File: src/rtl/cnt_pkg.sv
package cnt_pkg;
  typedef enum logic [1:0] {
    SEQ_IDLE = 2'd0,
    SEQ_LO   = 2'd1,
    SEQ_HI2  = 2'd2
  } seq_state_e;
endpackage

File: src/rtl/ctr_prescale.sv
module ctr_prescale #(
  parameter int DIV = 8
) (
  input  logic clk_i,
  input  logic rst_ni,
  input  logic restart_i,
  output logic tick_o
);
  localparam int PW = (DIV < 2) ? 1 : $clog2(DIV);
  localparam logic [PW-1:0] LAST = PW'(DIV - 1);

  logic [PW-1:0] cnt_q;

  always_ff @(posedge clk_i or negedge rst_ni) begin
    if (!rst_ni)           cnt_q <= '0;
    else if (restart_i)    cnt_q <= '0;
    else if (cnt_q == LAST) cnt_q <= '0;
    else                   cnt_q <= cnt_q + 1'b1;
  end

  assign tick_o = (cnt_q == LAST);


  tick_gap_chk: assert property (@(posedge clk_i) disable iff (!rst_ni)
    tick_o |=> !tick_o);
endmodule

File: src/rtl/ctr_low_stage.sv
module ctr_low_stage #(
  parameter int W = 16
) (
  input  logic         clk_i,
  input  logic         rst_ni,
  input  logic         restart_i,
  input  logic         tick_i,
  output logic [W-1:0] cnt_o,
  output logic         carry_rise_o
);
  localparam logic [W-1:0] HALF = {1'b1, {(W-1){1'b0}}};

  logic [W-1:0] lo_q;
  logic         wave_q, wave_d;

  always_comb begin
    wave_d = wave_q;
    if (lo_q == '0)        wave_d = 1'b1;
    else if (lo_q == HALF) wave_d = 1'b0;
  end

  // wave resets high so a fresh zero is not taken as a carry
  always_ff @(posedge clk_i or negedge rst_ni) begin
    if (!rst_ni) begin
      lo_q   <= '0;
      wave_q <= 1'b1;
    end else if (restart_i) begin
      lo_q   <= '0;
      wave_q <= 1'b1;
    end else begin
      if (tick_i) lo_q <= lo_q + 1'b1;
      wave_q <= wave_d;
    end
  end

  assign cnt_o        = lo_q;
  assign carry_rise_o = wave_d & ~wave_q;


  lo_step_chk: assert property (@(posedge clk_i) disable iff (!rst_ni)
    (!$stable(lo_q) && !$past(restart_i)) |-> (lo_q == $past(lo_q) + 1'b1));


  wave_low_half_chk: assert property (@(posedge clk_i) disable iff (!rst_ni)
    (!wave_q && !$past(restart_i)) |-> (lo_q >= HALF || lo_q == '0));
endmodule

File: src/rtl/ctr_high_stage.sv
module ctr_high_stage #(
  parameter int W = 16
) (
  input  logic         clk_i,
  input  logic         rst_ni,
  input  logic         restart_i,
  input  logic         step_i,
  output logic [W-1:0] cnt_o
);
  logic [W-1:0] hi_q;

  always_ff @(posedge clk_i or negedge rst_ni) begin
    if (!rst_ni)        hi_q <= '0;
    else if (restart_i) hi_q <= '0;
    else if (step_i)    hi_q <= hi_q + 1'b1;
  end

  assign cnt_o = hi_q;
endmodule

File: src/rtl/ctr_read_seq.sv
module ctr_read_seq
  import cnt_pkg::*;
#(
  parameter int LO_W = 16,
  parameter int HI_W = 16
) (
  input  logic                 clk_i,
  input  logic                 rst_ni,
  input  logic                 restart_i,
  input  logic                 req_i,
  input  logic [LO_W-1:0]      lo_i,
  input  logic [HI_W-1:0]      hi_i,
  output logic                 valid_o,
  output logic [LO_W+HI_W-1:0] data_o
);
  localparam int W = LO_W + HI_W;

  seq_state_e     state_q;
  logic [HI_W-1:0] h1_q;
  logic [LO_W-1:0] l_q;
  logic            valid_q;
  logic [W-1:0]    data_q;

  always_ff @(posedge clk_i or negedge rst_ni) begin
    if (!rst_ni) begin
      state_q <= SEQ_IDLE;
      h1_q    <= '0;
      l_q     <= '0;
      valid_q <= 1'b0;
      data_q  <= '0;
    end else begin
      valid_q <= 1'b0;
      if (restart_i) begin
        state_q <= SEQ_IDLE;
      end else begin
        unique case (state_q)
          SEQ_IDLE: if (req_i) begin
            h1_q    <= hi_i;
            state_q <= SEQ_LO;
          end
          SEQ_LO: begin
            l_q     <= lo_i;
            state_q <= SEQ_HI2;
          end
          SEQ_HI2: begin
            if (hi_i == h1_q) begin
              data_q  <= {h1_q, l_q};
              valid_q <= 1'b1;
              state_q <= SEQ_IDLE;
            end else begin
              // second sample opens the next attempt
              h1_q    <= hi_i;
              state_q <= SEQ_LO;
            end
          end
          default: state_q <= SEQ_IDLE;
        endcase
      end
    end
  end

  assign valid_o = valid_q;
  assign data_o  = data_q;


  valid_pulse_chk: assert property (@(posedge clk_i) disable iff (!rst_ni)
    valid_q |=> !valid_q);


  coherent_hi_chk: assert property (@(posedge clk_i) disable iff (!rst_ni)
    valid_q |-> (data_q[W-1:LO_W] == $past(hi_i)));


  restart_abort_chk: assert property (@(posedge clk_i) disable iff (!rst_ni)
    $past(restart_i) |-> !valid_q);
endmodule

File: src/rtl/chain_ctr32.sv
module chain_ctr32 #(
  parameter int PRESCALE = 8,
  parameter int LO_W     = 16,
  parameter int HI_W     = 16
) (
  input  logic                 clk_i,
  input  logic                 rst_ni,
  input  logic                 restart_i,
  input  logic                 rd_req_i,
  output logic                 rd_valid_o,
  output logic [LO_W+HI_W-1:0] rd_data_o
);
  logic            tick_w;
  logic            rise_w;
  logic [LO_W-1:0] lo_w;
  logic [HI_W-1:0] hi_w;

  ctr_prescale #(.DIV(PRESCALE)) u_pre (
    .clk_i     (clk_i),
    .rst_ni    (rst_ni),
    .restart_i (restart_i),
    .tick_o    (tick_w)
  );

  ctr_low_stage #(.W(LO_W)) u_lo (
    .clk_i        (clk_i),
    .rst_ni       (rst_ni),
    .restart_i    (restart_i),
    .tick_i       (tick_w),
    .cnt_o        (lo_w),
    .carry_rise_o (rise_w)
  );

  ctr_high_stage #(.W(HI_W)) u_hi (
    .clk_i     (clk_i),
    .rst_ni    (rst_ni),
    .restart_i (restart_i),
    .step_i    (rise_w),
    .cnt_o     (hi_w)
  );

  ctr_read_seq #(.LO_W(LO_W), .HI_W(HI_W)) u_rd (
    .clk_i     (clk_i),
    .rst_ni    (rst_ni),
    .restart_i (restart_i),
    .req_i     (rd_req_i),
    .lo_i      (lo_w),
    .hi_i      (hi_w),
    .valid_o   (rd_valid_o),
    .data_o    (rd_data_o)
  );


  hi_step_chk: assert property (@(posedge clk_i) disable iff (!rst_ni)
    (!$stable(hi_w) && !$past(restart_i)) |-> (lo_w == '0 && hi_w == $past(hi_w) + 1'b1));


  restart_clear_chk: assert property (@(posedge clk_i) disable iff (!rst_ni)
    $past(restart_i) |-> (lo_w == '0 && hi_w == '0));
endmodule

File: config.mk
export PLATFORM = sky130hd
export DESIGN_NAME = chain_ctr32
export DESIGN_NICKNAME = d
export VERILOG_FILES = /design/src/rtl/cnt_pkg.sv /design/src/rtl/ctr_prescale.sv /design/src/rtl/ctr_low_stage.sv /design/src/rtl/ctr_high_stage.sv /design/src/rtl/ctr_read_seq.sv /design/src/rtl/chain_ctr32.sv
export SDC_FILE = /design/constraint.sdc
export NUM_CORES = 1
export LEC_CHECK = 0
export BUFFER_PORTS_ARGS = -buffer_cell sky130_fd_sc_hd__buf_2
export CORE_MARGIN = 2
export CORE_UTILIZATION = 40
export CTS_BUF_LIST = sky130_fd_sc_hd__clkbuf_2 sky130_fd_sc_hd__clkbuf_4 sky130_fd_sc_hd__clkbuf_8
export CTS_CLUSTER_DIAMETER = 50
export CTS_CLUSTER_SIZE = 30
export DETAILED_ROUTE_END_ITERATION = 7
export GPL_TIMING_DRIVEN = 0
export PLACE_DENSITY = 0.56
export RECOVER_POWER = 50
export SLEW_MARGIN = 30
export SYNTH_ARGS = -nofsm -noshare
export SYNTH_HDL_FRONTEND = slang
export SYNTH_SLANG_ARGS = --single-unit
export TNS_END_PERCENT = 100
File: constraint.sdc
create_clock -name clk_i -period 6.6 [get_ports clk_i]
set_clock_uncertainty 0.15 [all_clocks]
set_input_delay 0.33 -clock clk_i [delete_from_list [all_inputs] [get_ports clk_i]]
set_output_delay 0.33 -clock clk_i [all_outputs]
set_load 0.02 [all_outputs]
==> reports/results.tsv, run 1 <==
stage	metric	value	unit
timing	fin crit period	2.71	ns
floorplan	full die area	12000	um^2
run_status	status	complete, but fails checks	
hold_path	worst hold-check path type	in2reg	
power	Leakage	2.48	nW
cells_and_area	Area Growth Syn to Fin	14.0	%
clock_network	cts bufs inserted	9	
synth	sequential share of the synthesized area	57.8	%
run_status	failing checks	max-capacitance violations, max-slew violations	
global_routing	Global Route Usage Sum	15.4	%
clock_network	CTS tree	built	
route	Vias/cell	5.10	
power	PwrDens	231	nW/um^2
cells_and_area	final design utilization	46.9	%
route	DR iter-0 viols	61	
floorplan	Die X-Extent	110	um
setup_path	Crit path max-delay family	buffers and inverters	
setup_path	crit path DAT	2.55	ns
setup_path	Req. time, crit path	6.44	ns
floorplan	I/O Pins	37	
clock_network	Clock Tree Buf Depth	2	
clock_network	post-CTS resize count	0	
floorplan	Core Region	10800	um^2
setup_path	RR Endpoint	u_rd.data_o[0]	
route	drt pass-1 iters	4	
placed_design	GPL Wtd Cong	0.778	
global_routing	total grt overflow	0	
setup_path	crit path to	u_hi.cnt_o[5]	
cells_and_area	proportion of layout cells with a drive suffix above 1	28.3	%
setup_path	Setup Crit Path Kind	in2async	
synth	Syn Nets	361	
clock_network	root buf cell	clkbuf_8	
cells_and_area	NumNets Final	410	
timing	period utilization	41.1	%
clock_network	CTS clk-pin slew, worst paths	0.09	ns
global_routing	via count of the first global-routing pass	2793	
placed_design	port bufs	36	
synth	Area contributors post-synth	dfrtp_1 57%, mux2_2 16%, xnor2_1 4.1%, xor2_1 4.1%, nor2_1 2.9%	
timing	final hold viol count	0	
route	Total Wirelength	8.12	mm
route	Post-route DRC	0	
global_routing	initial antenna violation count	0	
timing	Max Fclk	368	MHz
setup_path	slowest stage cell, crit path	clkbuf_1	
setup_path	CP Cell Sequence	dlygate4sd3_1, clkbuf_1	
timing	Sum Neg Setup Slack	0	ns
setup_path	CP Max Fanout	43	
setup_path	crit path capture type	async pin	
power	Peak VDD IR	0.000112	V
synth	yosys warns	0	
synth	Syn Inst Count	352	
timing	Final setup viols	0	
synth	mapped cell area	4460	um^2
synth	Netlist cell types	36	
timing	Worst-Margin Slew	2.36	ns
setup_path	reg2reg path depth	7	
floorplan	DIE HEIGHT	110	um
setup_path	WP buf/inv	2	
setup_path	CP startpoint	rst_ni	
cells_and_area	multi-input gate area in the final layout	1800	um^2
clock_network	CTS Sinks	103	
cells_and_area	Fill cells	1006	
route	vias	2783	
timing	max-slew violations	43	
setup_path	Critical R2R Launch	u_hi.cnt_o[3]	
setup_path	R2R setup slack	4.05	ns
flow_run	maxcap violations	1	
timing	Hold WS	0.225	ns
clock_network	H-tree depth	3	
cells_and_area	register area	2580	um^2
timing	Relative slew margins	-57.5	%
synth	post-synth top area cell	dfrtp_1	
clock_network	setup repair bufs after CTS	0	
cells_and_area	antenna cells	0	
global_routing	largest net degree at the start of global routing	62	
synth	post-synth top area share	57.3	%
clock_network	Worst-Skew Late Latency	0.36	ns
floorplan	Starting Density	41.1	%
route	Routed Antenna Nets	0	
route	DR WL/cell	14.9	um
setup_path	CP peak stage delay	1.68	ns
setup_path	Critical Path Stages	2	
global_routing	first-pass GRT wire length	14.0	mm
timing	RSZ-0062 raised after global routing	no	
synth	Synth Register Bits	103	
synth	Post-Syn Area per Cell	12.7	um^2
floorplan	row count	38	
setup_path	Critical Path Start Type	input port	
placed_design	HPWL after detailed placement	5.71	mm
==> layout by cell type (no fill, tap or decap), drive strengths merged, types with 2 or more instances in the layout <==
cell type and count:
bufinv 3, nand3 13, clkbuf 35, nor2 35, or3 2, ha 5, dfrtp 102, xnor2 21
and3 2, buf 29, a21oi 5, and4 4, nor2b 4, o21ai 3, mux2 65, inv 6
nor4 12, xor2 21, nor3 7, nand2 12, nand4 6
==> cells in the mapped netlist, drive strengths merged <==
| library cell | n |
|---|---|
| and3 | 2 |
| nor4 | 12 |
| mux2i | 1 |
| clkbuf | 10 |
| nor4b | 1 |
| or4 | 1 |
| nand4 | 6 |
| and4 | 4 |
| o31ai | 1 |
| nand2 | 12 |
| a211o | 1 |
| dfstp | 1 |
| a21oi | 5 |
| o21ai | 3 |
| nand4bb | 1 |
| or3 | 2 |
| nor2b | 4 |
| xor2 | 21 |
| inv | 4 |
| or2 | 1 |
| ha | 5 |
| dfrtp | 102 |
| nor2 | 35 |
| nand3b | 1 |
| buf | 7 |
| xnor2 | 21 |
| and2 | 1 |
| nand3 | 13 |
| mux2 | 65 |
| nor3b | 1 |
| a21bo | 1 |
| nor3 | 7 |
==> power by group <==
| group | internal (mW) | switching [mW] | total [mW] | leakage, nW |
|---|---|---|---|---|
| Combinational | 0.0194 | 0.0380 | 0.0574 | 0.926 |
| Clock | 0.259 | 0.216 | 0.475 | 0.121 |
| Sequential | 0.639 | 0.00397 | 0.643 | 1.43 |
| Total | 0.917 | 0.258 | 1.17 | 2.48 |
==> logic make-up after synthesis <==
| kind of cell | after synthesis | synth area share, % |
|---|---|---|
| adders and majority gates | 5 | 1.40 |
| and+or+nand+nor | 104 | 12.4 |
| muxes | 66 | 16.6 |
| xor gates and xnor gates | 42 | 8.25 |
| buffers and inverters | 21 | 1.94 |
| AOI/OAI and AO/OA | 11 | 1.49 |
| DFF | 103 | 57.8 |
==> per-layer routing <==
layer / up-vias / track usage, % / wire (um)
met2: 45 / 24.7 / 3950
met3: 12 / 4.15 / 334
met5: - / 0 / 0
met4: 0 / 5.42 / 146
li1: 1323 / - / -
met1: 1403 / 20.2 / 3690
==> through the flow <==
stage | cells | setup slack, ns | cell area [um^2] | power [mW]
floorplan | 352 | 4.38 | 4460 | 0.685
global placement | 528 | 3.90 | 4810 | 0.712
detailed placement | 529 | 3.97 | 4850 | 0.716
CTS | 546 | 3.96 | 5110 | 1.20
global route | 546 | 3.38 | 5080 | 1.23
finish | 546 | 3.89 | 5080 | 1.17
==> registers in the layout, summed over array words and instances (netlist names) <==
| name | count |
|---|---|
| u_rd.h1_q | 16 |
| u_lo.wave_q | 1 |
| u_lo.cnt_o | 16 |
| u_hi.cnt_o | 16 |
| u_rd.l_q | 16 |
| u_rd.state_q | 2 |
| u_rd.data_o | 32 |
| u_rd.valid_o | 1 |
| u_pre.cnt_q | 3 |
==> cell type report <==
| cell class | instances | area share [%] |
|---|---|---|
| plain buffers | 17 | 1.40 |
| multi-input cells | 228 | 35.4 |
| flip-flops and latches | 103 | 50.7 |
| well taps | 140 | 3.45 |
| clock inverters | 6 | 2.26 |
| repair buffers | 38 | 3.91 |
| inverters | 4 | 0.295 |
| clock buffers | 10 | 2.58 |
==> repair_timing <==
action | 4_1_cts | 5_1_grt
hold buffers | 1 | 0
endpoints found under the hold margin | 42 | 0
setup endpoints to repair | 0 | 0
==> worst min-delay path by stage <==
stage                              start               to  slack, ns  depth (start not counted)
after global routing           restart_i   u_hi.cnt_o[15]       0.22                          3
after detailed placement          rst_ni  u_rd.data_o[27]       0.13                          1
after CTS                      restart_i   u_hi.cnt_o[15]       0.21                          3
after floorplan                   rst_ni    u_hi.cnt_o[0]      -0.12                          0
after global placement    u_pre.cnt_q[0]   u_pre.cnt_q[0]       0.27                          1
final                          restart_i   u_hi.cnt_o[15]       0.23                          3
Note: power is estimated with default switching activity, not from simulation.
==> inputs of run 2 (changes only) <==
--- a/config.mk
+++ b/config.mk
@@ -13,7 +13,7 @@
 export CTS_CLUSTER_SIZE = 30
 export DETAILED_ROUTE_END_ITERATION = 7
 export GPL_TIMING_DRIVEN = 0
-export PLACE_DENSITY = 0.56
+export PLACE_DENSITY = 0.58
 export RECOVER_POWER = 50
 export SLEW_MARGIN = 30
 export SYNTH_ARGS = -nofsm -noshare
==> constraint.sdc (replaced) <==
create_clock -name clk_i -period 2.46 [get_ports clk_i]
set_clock_uncertainty 0.15 [all_clocks]
set_input_delay 0.123 -clock clk_i [delete_from_list [all_inputs] [get_ports clk_i]]
set_output_delay 0.123 -clock clk_i [all_outputs]
set_load 0.02 [all_outputs]
==> run 2 against run 1 <==
The run now ends clean. Critical path depth grew 5. Combinational power grew to 2.8 times the previous value. Core utilization rose by 0.39 points. Clock-buffer cell count unchanged. Critical path type is now reg2reg. Largest power group unchanged.
==> reports/results.tsv, run 2 (synthesis results as in run 1) <==
stage	metric	value	unit
route	Routed Antenna Nets	0	
power	net switching power	0.713	mW
setup_path	Setup Crit Path Kind	reg2reg	
clock_network	CTS Sinks	103	
placed_design	GPL Wtd Cong	0.838	
setup_path	CP Max Fanout	5	
route	drt pass-1 iters	4	
setup_path	Req. time, crit path	2.59	ns
cells_and_area	most frequent cells in the layout	101 x dfrtp_1, 63 x mux2_2, 35 x nor2_1, 30 x buf_2	
cells_and_area	NumNets Final	413	
run_status	status	completed	
power	Logic pwr share	5.3	%
route	vias	2784	
route	DR WL/cell	14.6	um
power	Int Power	2.28	mW
timing	fin crit period	2.37	ns
global_routing	total grt overflow	0	
timing	Relative slew margins	37.5	%
global_routing	Global Route Usage Sum	14.9	%
timing	RSZ-0062 raised after global routing	yes	
power	Leakage	2.52	nW
setup_path	crit path DAT	2.51	ns
global_routing	initial antenna violation count	0	
cells_and_area	Area Growth Syn to Fin	15.0	%
floorplan	DIE HEIGHT	110	um
timing	final hold viol count	0	
cells_and_area	final instance area	5130	um^2
route	Post-route DRC	0	
cells_and_area	antenna cells	0	
route	DR iter-0 viols	65	
cells_and_area	most common library cell in the layout ignoring fill and taps	dfrtp_1	
flow_run	maxcap violations	0	
timing	Max Fclk	421	MHz
power	Peak VDD IR	0.000235	V
hold_path	worst hold-check path type	in2reg	
clock_network	CTS clk-pin slew, worst paths	0.10	ns
global_routing	via count of the first global-routing pass	2764	
clock_network	Worst-Skew Late Latency	0.37	ns
clock_network	cts bufs inserted	9	
setup_path	Critical Path Start Type	flop	
timing	period utilization	96.5	%
clock_network	CTS tree	built	
cells_and_area	proportion of layout cells with a drive suffix above 1	32.3	%
cells_and_area	max reg flops	32	
floorplan	Die X-Extent	110	um
cells_and_area	register area	2580	um^2
timing	max-slew violations	0	
placed_design	port bufs	36	
route	Vias/cell	5.07	
cells_and_area	Fill cells	1010	
timing	Worst-Margin Slew	0.937	ns
cells_and_area	multi-input gate area in the final layout	1840	um^2
floorplan	Starting Density	41.1	%
route	Total Wirelength	8.03	mm
global_routing	first-pass GRT wire length	13.7	mm
floorplan	Core Region	10800	um^2
timing	Sum Neg Setup Slack	0	ns
power	Design Power	2.99	mW
global_routing	largest net degree at the start of global routing	69	
setup_path	crit path capture type	flop	
floorplan	row count	38	
power	Sw Ratio	23.8	%
floorplan	I/O Pins	37	
timing	Final setup viols	0	
power	Clk pwr share	37.1	%
placed_design	HPWL after detailed placement	5.63	mm
clock_network	H-tree depth	3	
power	PwrDens	584	nW/um^2
power	part of the power in registers	57.6	%
clock_network	Clock Tree Buf Depth	2	
placed_design	placed inst area	4850	um^2
clock_network	root buf cell	clkbuf_8	
floorplan	full die area	12000	um^2
## run 2: cell types whose count changed in the layout (fill, tap and decap cells not counted), sizes merged
cell,delta
buf,+7
clkbuf,-4
bufinv,-2
clkinvlp,+1
inv,+1
## run 2: layout make-up
type	count	share of cell area (%)
clock buffer	10	2.68
tap	140	3.42
clock inverter	6	1.44
buffer	17	1.51
inverter	4	0.293
sequential	103	50.3
multi-input combinational	228	35.9
timing repair buffer	41	4.47
## run 2: final timing paths
kind | start | end | slack [ns] | cells after the start
max in group asynchronous | rst_ni | u_lo.wave_q | 1.00 | 3
hold / removal | restart_i | u_hi.cnt_o[15] | 0.02 | 3
min in group asynchronous | rst_ni | u_rd.data_o[27] | 0.27 | 2
hold reg to reg | u_pre.cnt_q[0] | u_pre.cnt_q[0] | 0.30 | 1
setup / recovery | u_lo.cnt_o[0] | u_hi.cnt_o[14] | 0.09 | 7
setup reg to reg | u_lo.cnt_o[0] | u_hi.cnt_o[14] | 0.09 | 7
## run 2: through the flow
step	util (%)	std cells	setup slack, ns	hold slack (ns)
6_report	47.3	549	0.0868	0.0160
5_1_grt	47.3	549	-0.0548	0.0223
4_1_cts	47.1	548	0.00657	0.00981
3_5_place_dp	44.8	529	-0.126	-0.107
3_3_place_gp	44.4	528	-0.124	0.272
2_1_floorplan	-	352	0.236	-0.323
## run 2: critical path, cell delays in order (launching register included)
cell     delay, ns
dfrtp_2       0.46
inv_1         0.07
ha_1          0.17
nor4b_4       0.20
nand4_2       0.20
or3_4         0.37
or4_1         0.52
a21oi_1       0.15
## run 2: power groups by stage
stage / registers (mW) / clock network [mW] / logic [mW]
2_1_floorplan: 1.78 / 0 / 0.0635
3_5_place_dp: 1.76 / 0 / 0.162
5_1_grt: 1.73 / 1.22 / 0.178
6_report: 1.72 / 1.11 / 0.158
3_3_place_gp: 1.76 / 0 / 0.154
4_1_cts: 1.73 / 1.16 / 0.165
## run 2: metal layers
layer  GRT usage (%)  up-vias  share of wire, %
met5               0        -                 0
li1                -     1329                 -
met2            24.5       42                49
met3            3.20       11               2.6
met1            19.6     1402                46
met4            5.24        0               1.6
## run 2: what timing repair did
| action | 4_1_cts | 5_1_grt |
|---|---|---|
| resized for setup | 4 | 8 |
| pin swaps | 2 | 2 |
| setup endpoints to repair | 40 | 48 |
| endpoints found under the hold margin | 102 | 0 |
| setup buffers | 2 | 1 |
| hold buffers | 1 | 0 |
